<file path="src/rtl/tcap_pkg.sv">
package tcap_pkg;
  typedef enum logic {
    SRC_PIN = 1'b0,
    SRC_CMP = 1'b1
  } trig_src_e;

  typedef enum logic {
    EDGE_FALL = 1'b0,
    EDGE_RISE = 1'b1
  } edge_pol_e;
endpackage

</file>
<file path="src/rtl/tcap_sync.sv">
module tcap_sync #(
  parameter int STAGES = 2
) (
  input  logic clk,
  input  logic rst_n,
  input  logic d_i,
  output logic q_o
);
  logic [STAGES-1:0] chain;

  generate
    for (genvar i = 0; i < STAGES; i++) begin : g_stage
      if (i == 0) begin : g_first
        always_ff @(posedge clk or negedge rst_n) begin
          if (!rst_n) chain[0] <= 1'b0;
          else        chain[0] <= d_i;
        end
      end else begin : g_next
        always_ff @(posedge clk or negedge rst_n) begin
          if (!rst_n) chain[i] <= 1'b0;
          else        chain[i] <= chain[i-1];
        end
      end
    end
  endgenerate

  assign q_o = chain[STAGES-1];
endmodule

</file>
<file path="src/rtl/tcap_filter.sv">
module tcap_filter #(
  parameter int LEN = 4
) (
  input  logic clk,
  input  logic rst_n,
  input  logic en_i,
  input  logic d_i,
  output logic q_o
);
  localparam int HW = LEN - 1;

  logic [HW-1:0] hist;
  logic          held;
  logic          all_hi;
  logic          all_lo;

  always_ff @(posedge clk or negedge rst_n) begin
    if (!rst_n) hist <= '0;
    else        hist <= {hist[HW-2:0], d_i};
  end

  always_comb begin
    all_hi = d_i;
    all_lo = ~d_i;
    for (int i = 0; i < HW; i++) begin
      all_hi = all_hi & hist[i];
      all_lo = all_lo & ~hist[i];
    end
  end

  always_ff @(posedge clk or negedge rst_n) begin
    if (!rst_n)      held <= 1'b0;
    else if (all_hi) held <= 1'b1;
    else if (all_lo) held <= 1'b0;
  end

  assign q_o = en_i ? held : d_i;
endmodule

</file>
<file path="src/rtl/tcap_edge.sv">
module tcap_edge (
  input  logic clk,
  input  logic rst_n,
  input  logic lvl_i,
  input  logic rise_i,
  output logic hit_o
);
  import tcap_pkg::*;

  logic prev;

  always_ff @(posedge clk or negedge rst_n) begin
    if (!rst_n) prev <= 1'b0;
    else        prev <= lvl_i;
  end

  always_comb begin
    if (edge_pol_e'(rise_i) == EDGE_RISE) hit_o = lvl_i & ~prev;
    else                                  hit_o = ~lvl_i & prev;
  end
endmodule

</file>
<file path="src/rtl/tmr_capture.sv">
module tmr_capture #(
  parameter int CNT_W       = 16,
  parameter int SYNC_STAGES = 2,
  parameter int FILT_LEN    = 4
) (
  input  logic             clk,
  input  logic             rst_n,
  input  logic [CNT_W-1:0] cnt_i,
  input  logic             pin_i,
  input  logic             cmp_i,
  input  logic             src_cmp,
  input  logic             filt_en,
  input  logic             rise_sel,
  input  logic             top_mode,
  input  logic             irq_en,
  input  logic             irq_ack,
  input  logic             flag_clr,
  input  logic             wr_en,
  input  logic [CNT_W-1:0] wr_data,
  output logic [CNT_W-1:0] cap_o,
  output logic             flag_o,
  output logic             irq_o
);
  import tcap_pkg::*;

  logic raw_trig;
  logic sync_lvl;
  logic cond_lvl;
  logic edge_hit;
  logic cap_stb;
  logic [CNT_W-1:0] cap_q;
  logic flag_q;

  assign raw_trig = (trig_src_e'(src_cmp) == SRC_CMP) ? cmp_i : pin_i;

  tcap_sync #(.STAGES(SYNC_STAGES)) u_sync (
    .clk(clk), .rst_n(rst_n), .d_i(raw_trig), .q_o(sync_lvl)
  );

  tcap_filter #(.LEN(FILT_LEN)) u_filt (
    .clk(clk), .rst_n(rst_n), .en_i(filt_en), .d_i(sync_lvl), .q_o(cond_lvl)
  );

  tcap_edge u_edge (
    .clk(clk), .rst_n(rst_n), .lvl_i(cond_lvl), .rise_i(rise_sel), .hit_o(edge_hit)
  );

  assign cap_stb = edge_hit & ~top_mode;

  always_ff @(posedge clk or negedge rst_n) begin
    if (!rst_n)                  cap_q <= '0;
    else if (cap_stb)            cap_q <= cnt_i;
    else if (wr_en && top_mode)  cap_q <= wr_data;
  end

  always_ff @(posedge clk or negedge rst_n) begin
    if (!rst_n)                   flag_q <= 1'b0;
    else if (cap_stb)             flag_q <= 1'b1;
    else if (irq_ack || flag_clr) flag_q <= 1'b0;
  end

  assign cap_o  = cap_q;
  assign flag_o = flag_q;
  assign irq_o  = flag_q & irq_en;
endmodule

</file>
<file path="config.mk">
export PLATFORM = sky130hd
export DESIGN_NAME = tmr_capture
export DESIGN_NICKNAME = d
export VERILOG_FILES = /design/src/rtl/tcap_pkg.sv /design/src/rtl/tcap_sync.sv /design/src/rtl/tcap_filter.sv /design/src/rtl/tcap_edge.sv /design/src/rtl/tmr_capture.sv
export SDC_FILE = /design/constraint.sdc
export NUM_CORES = 1
export LEC_CHECK = 0
export ABC_AREA = 1
export BUFFER_PORTS_ARGS = -buffer_cell sky130_fd_sc_hd__buf_4
export CAP_MARGIN = 20
export CELL_PAD_IN_SITES_DETAIL_PLACEMENT = 1
export CELL_PAD_IN_SITES_GLOBAL_PLACEMENT = 1
export CORE_MARGIN = 3
export CORE_UTILIZATION = 28
export DETAILED_ROUTE_END_ITERATION = 16
export GPL_ROUTABILITY_DRIVEN = 0
export PLACE_DENSITY = 0.86
export SLEW_MARGIN = 20
export SYNTH_ARGS = -nofsm -noshare
export SYNTH_HDL_FRONTEND = slang
export SYNTH_SLANG_ARGS = --single-unit
export TNS_END_PERCENT = 20
</file>
<file path="constraint.sdc">
create_clock -name clk -period 1.1 [get_ports clk]
set_input_delay 0.165 -clock clk [delete_from_list [all_inputs] [get_ports clk]]
set_output_delay 0.165 -clock clk [all_outputs]
set_load 0.1 [all_outputs]
</file>
==> summary.txt <==
Run status
  • Run status: finished with violations
  • Violations in the final reports: negative setup slack

Power
  • Static Leak: 1.17 nW
  • Proportion of total power due to net switching: 0.505
  • Total power: 4.08 mW
  • Cell internal pwr: 2.02 mW
  • Proportion of power drawn by the clock network: 0.129
  • Combinational power share: 0.570
  • Sequential group share of total power: 0.301
  • Net switching power figure: 2.06 mW
  • Areal power density over the cells: 1960 nW/um2
  • IR Drop Worst-Case VDD: 888 uV

CTS
  • Insertion delay to the later sink of the worst-skew pair: 260 ps
  • CTS tree: yes
  • CTS clock-pin slew for the worst setup and hold paths: 80 ps
  • Maximum buffer depth of the clock tree: 2
  • Sink count of the clock tree: 24
  • Clk root buf: sky130_fd_sc_hd__clkbuf_8
  • Number of H-tree levels: 1
  • TritonCTS Buffers: 3

Floorplan
  • Die outline area: 5290 um2
  • Starting Density: 0.301
  • Die extent in y: 72.7 um
  • Area inside the core boundary: 4140 um2
  • Top-Level Pins: 62
  • Number of rows in the core area: 23
  • Horizontal die dimension: 72.7 um

STA
  • Final hold violation count: 0
  • Least-Margin Pin Slew: 526 ps
  • Post-Route Hold Slack: 136 ps
  • Final max-slew violation count: 0
  • Tmin final: 1270 ps
  • Slack of the critical path: -169 ps
  • Highest achievable clock rate: 0.788 GHz
  • Worst max-slew margin expressed relative to the limit: 0.649
  • Final period utilization: 1.15
  • RSZ-0062 raised after global routing: true
  • Fin Setup TNS: -2500 ps
  • Clock skew after layout: 4.24 ps
  • Number of failing setup endpoints in the final timing report: 19

Detailed routing
  • Via count normalized by instance count: 4.57
  • Violation count after the first detailed-route iteration: 74
  • Routed wirelength normalized by instance count: 14.1 um
  • 1st-pass router iterations: 4
  • Total Routed Length: 4080 um
  • Antenna-violating nets left: 0
  • Drt drc: 0
  • Routed vias: 1325

GRT
  • Pin count of the biggest net entering global routing: 25
  • Number of antenna violations at the first check in global routing: 0
  • Number of global-route vias before repair: 1345
  • Total GRT Usage: 0.150
  • Final global-route overflow total: 0
  • First-pass GRT wire length: 6230 um

Final layout
  • Synthesis-to-finish area growth: 67.3%
  • Diodes inserted: 0
  • Final nets: 285
  • Final core utilization: 0.503
  • Cell area after layout: 2080 um2
  • Filler instances: 532
  • Layout cell share with drive strength beyond 1: 0.413

Worst setup path
  • Required time reported for the critical path endpoint: 1260 ps
  • Startpoint of the worst register-to-register path: u_filt.held$_DFFE_PN0P_
  • Depth of the most critical reg-to-reg path: 9
  • Crit path launch type: flip-flop
  • Flop2flop setup slack: -170 ps
  • Reg-to-reg endpoint: cap_o[0]$_DFFE_PN0P_
  • Element type at the critical path end: flip-flop
  • WS Path Type: reg2reg
  • Top fanout value on the critical path: 6
  • Data arrival time at the worst-slack endpoint: 1430 ps

Synthesis
  • Combinational family with the most area after synthesis: simple AND/OR/NAND/NOR gates
  • Total standard cell area after synthesis: 1250 um2
  • Mux cell area share after synthesis: 0.00904
  • Count of synthesis-stage warnings from yosys: 0
  • Sequential element share of the synthesized area: 0.482
  • Post-Syn Instances: 168
  • Net count after synthesis: 212
  • Count of state elements after synthesis: 24
  • Area fraction in compound gates after synthesis: 0.00402
  • Arithmetic-cell share of the synthesized area counting full adders, half adders and majority gates: 0
  • Cell variety after synth: 16
  • Share of synthesized cell area in and, or, nand and nor gates: 0.395
  • Post-Synthesis Mean Instance Area: 7.42 um2
  • Synthesized-area fraction occupied by xor and xnor cells: 0

Placement
  • DP Area: 1830 um2
  • Total of buffers placed on input and output ports: 61
  • Detailed Place HPWL: 2930 um

Job
  • Maxcap violations: 0

Worst hold path
  • Hold Crit Class: in2reg
  • Cells on Worst Hold Path: 4
  • Hold Path Origin: irq_ack
  • Worst min-delay path endpoint: flag_o$_DFFE_PN0P_
-- metrics by stage --
stage          worst slack, ps  std cells
6_report                  -169        290
5_1_grt                   -232        290
4_1_cts                   -165        286
3_5_place_dp              -127        281
3_3_place_gp             -50.8        281
2_1_floorplan             -185        168
-- registers in the layout (all words and copies together), names as in the netlist --
register / count
u_edge.prev: 1
cap_o: 16
u_sync.q_o: 1
u_sync.chain: 1
u_filt.hist: 3
flag_o: 1
u_filt.held: 1
-- layer usage --
| layer | up-vias | global-route usage | share of wire |
|---|---|---|---|
| li1 | 661 | - | - |
| met1 | 623 | 0.188 | 0.39 |
| met2 | 39 | 0.272 | 0.55 |
| met3 | 2 | 0.0152 | 0.049 |
| met4 | 0 | 0.0430 | 0.0074 |
| met5 | - | 0 | 0 |
-- cell usage in the layout (no fill, tap or decap) --
master and count:
sky130_fd_sc_hd__nand2_2 11, sky130_fd_sc_hd__nor2_1 3, sky130_fd_sc_hd__buf_12 3, sky130_fd_sc_hd__nand3_1 30
sky130_fd_sc_hd__o21ai_0 1, sky130_fd_sc_hd__buf_4 51, sky130_fd_sc_hd__nor4_1 1, sky130_fd_sc_hd__clkinv_1 1
sky130_fd_sc_hd__nand2_4 2, sky130_fd_sc_hd__clkbuf_8 3, sky130_fd_sc_hd__buf_8 1, sky130_fd_sc_hd__dfrtp_2 2
sky130_fd_sc_hd__nand2_8 1, sky130_fd_sc_hd__clkinvlp_4 1, sky130_fd_sc_hd__clkbuf_16 3, sky130_fd_sc_hd__inv_1 21
sky130_fd_sc_hd__clkbuf_1 1, sky130_fd_sc_hd__nand2_1 60, sky130_fd_sc_hd__nand3_2 3, sky130_fd_sc_hd__nand4_1 1
sky130_fd_sc_hd__dfrtp_4 1, sky130_fd_sc_hd__dfrtp_1 21, sky130_fd_sc_hd__dlygate4sd3_1 1, sky130_fd_sc_hd__buf_6 16
sky130_fd_sc_hd__mux2_2 1
-- power by group through the flow --
stage | clock, mW | sequential (mW) | combinational, mW
6_report | 0.527 | 1.23 | 2.33
5_1_grt | 0.600 | 1.26 | 2.44
4_1_cts | 0.553 | 1.20 | 2.16
3_5_place_dp | 0 | 1.21 | 2.12
3_3_place_gp | 0 | 1.21 | 2.09
2_1_floorplan | 0 | 2.36 | 0.383
-- final cells by class --
cell class                 instances  area [um2]  area share
tap                               50        62.6      0.0300
clock buffer                       4        45.0      0.0216
timing repair buffer              75         723       0.347
sequential                        24         607       0.291
multi-input combinational        114         557       0.267
inverter                          23        90.1      0.0432
-- repair_timing --
action                     in CTS  in global routing
pin swaps                       0                 10
resized for setup               6                 24
setup endpoints to repair      23                 30
setup buffers                   0                  0
hold endpoints to repair       24                  0
hold buffers                    1                  0
gates cloned                    0                  4
-- cell families (layout without fill, tap and decap cells) --
logic type / count (synthesis) / count (layout)
flops: 24 / 24
simple gates: 112 / 112
compound gates: 1 / 1
buf+inv: 30 / 102
mux: 1 / 1
-- critical path, stage by stage, from the launching register on --
cell and delay (ps):
sky130_fd_sc_hd__dfrtp_1 410, sky130_fd_sc_hd__nand2_2 110, sky130_fd_sc_hd__nand2_2 60, sky130_fd_sc_hd__nand2_2 70
sky130_fd_sc_hd__nand2_4 80, sky130_fd_sc_hd__nand2_8 120, sky130_fd_sc_hd__clkbuf_16 160, sky130_fd_sc_hd__nand2_1 50
sky130_fd_sc_hd__nand2_1 60, sky130_fd_sc_hd__nand2_1 50
-- worst max-delay path by stage --
| stage | start | end | slack (ps) | cells past startpoint |
|---|---|---|---|---|
| after floorplan | flag_o$_DFFE_PN0P_ | irq_o | -180 | 2 |
| after global placement | u_filt.held$_DFFE_PN0P_ | cap_o[3]$_DFFE_PN0P_ | -50 | 9 |
| after detailed placement | u_filt.held$_DFFE_PN0P_ | cap_o[10]$_DFFE_PN0P_ | -130 | 9 |
| after CTS | flag_o$_DFFE_PN0P_ | irq_o | -170 | 3 |
| after global routing | u_filt.held$_DFFE_PN0P_ | cap_o[0]$_DFFE_PN0P_ | -230 | 9 |
| final | u_filt.held$_DFFE_PN0P_ | cap_o[0]$_DFFE_PN0P_ | -170 | 9 |
-- synthesized netlist by cell type --
cell,number,area share
sky130_fd_sc_hd__nand2_2,4,0.020
sky130_fd_sc_hd__buf_2,2,0.0080
sky130_fd_sc_hd__nand2_1,68,0.20
sky130_fd_sc_hd__buf_4,2,0.012
sky130_fd_sc_hd__nand4_1,1,0.0050
sky130_fd_sc_hd__dfrtp_1,24,0.48
sky130_fd_sc_hd__nor4_1,1,0.0050
sky130_fd_sc_hd__nand3_1,33,0.13
sky130_fd_sc_hd__nor2_1,3,0.0090
sky130_fd_sc_hd__mux2_2,1,0.0090
sky130_fd_sc_hd__o21ai_0,1,0.0040
sky130_fd_sc_hd__nand2_4,2,0.018
sky130_fd_sc_hd__clkbuf_1,1,0.0030
sky130_fd_sc_hd__clkinv_1,1,0.0030
sky130_fd_sc_hd__inv_1,22,0.066
sky130_fd_sc_hd__buf_6,2,0.018
Note: power is estimated with default switching activity, not from simulation.
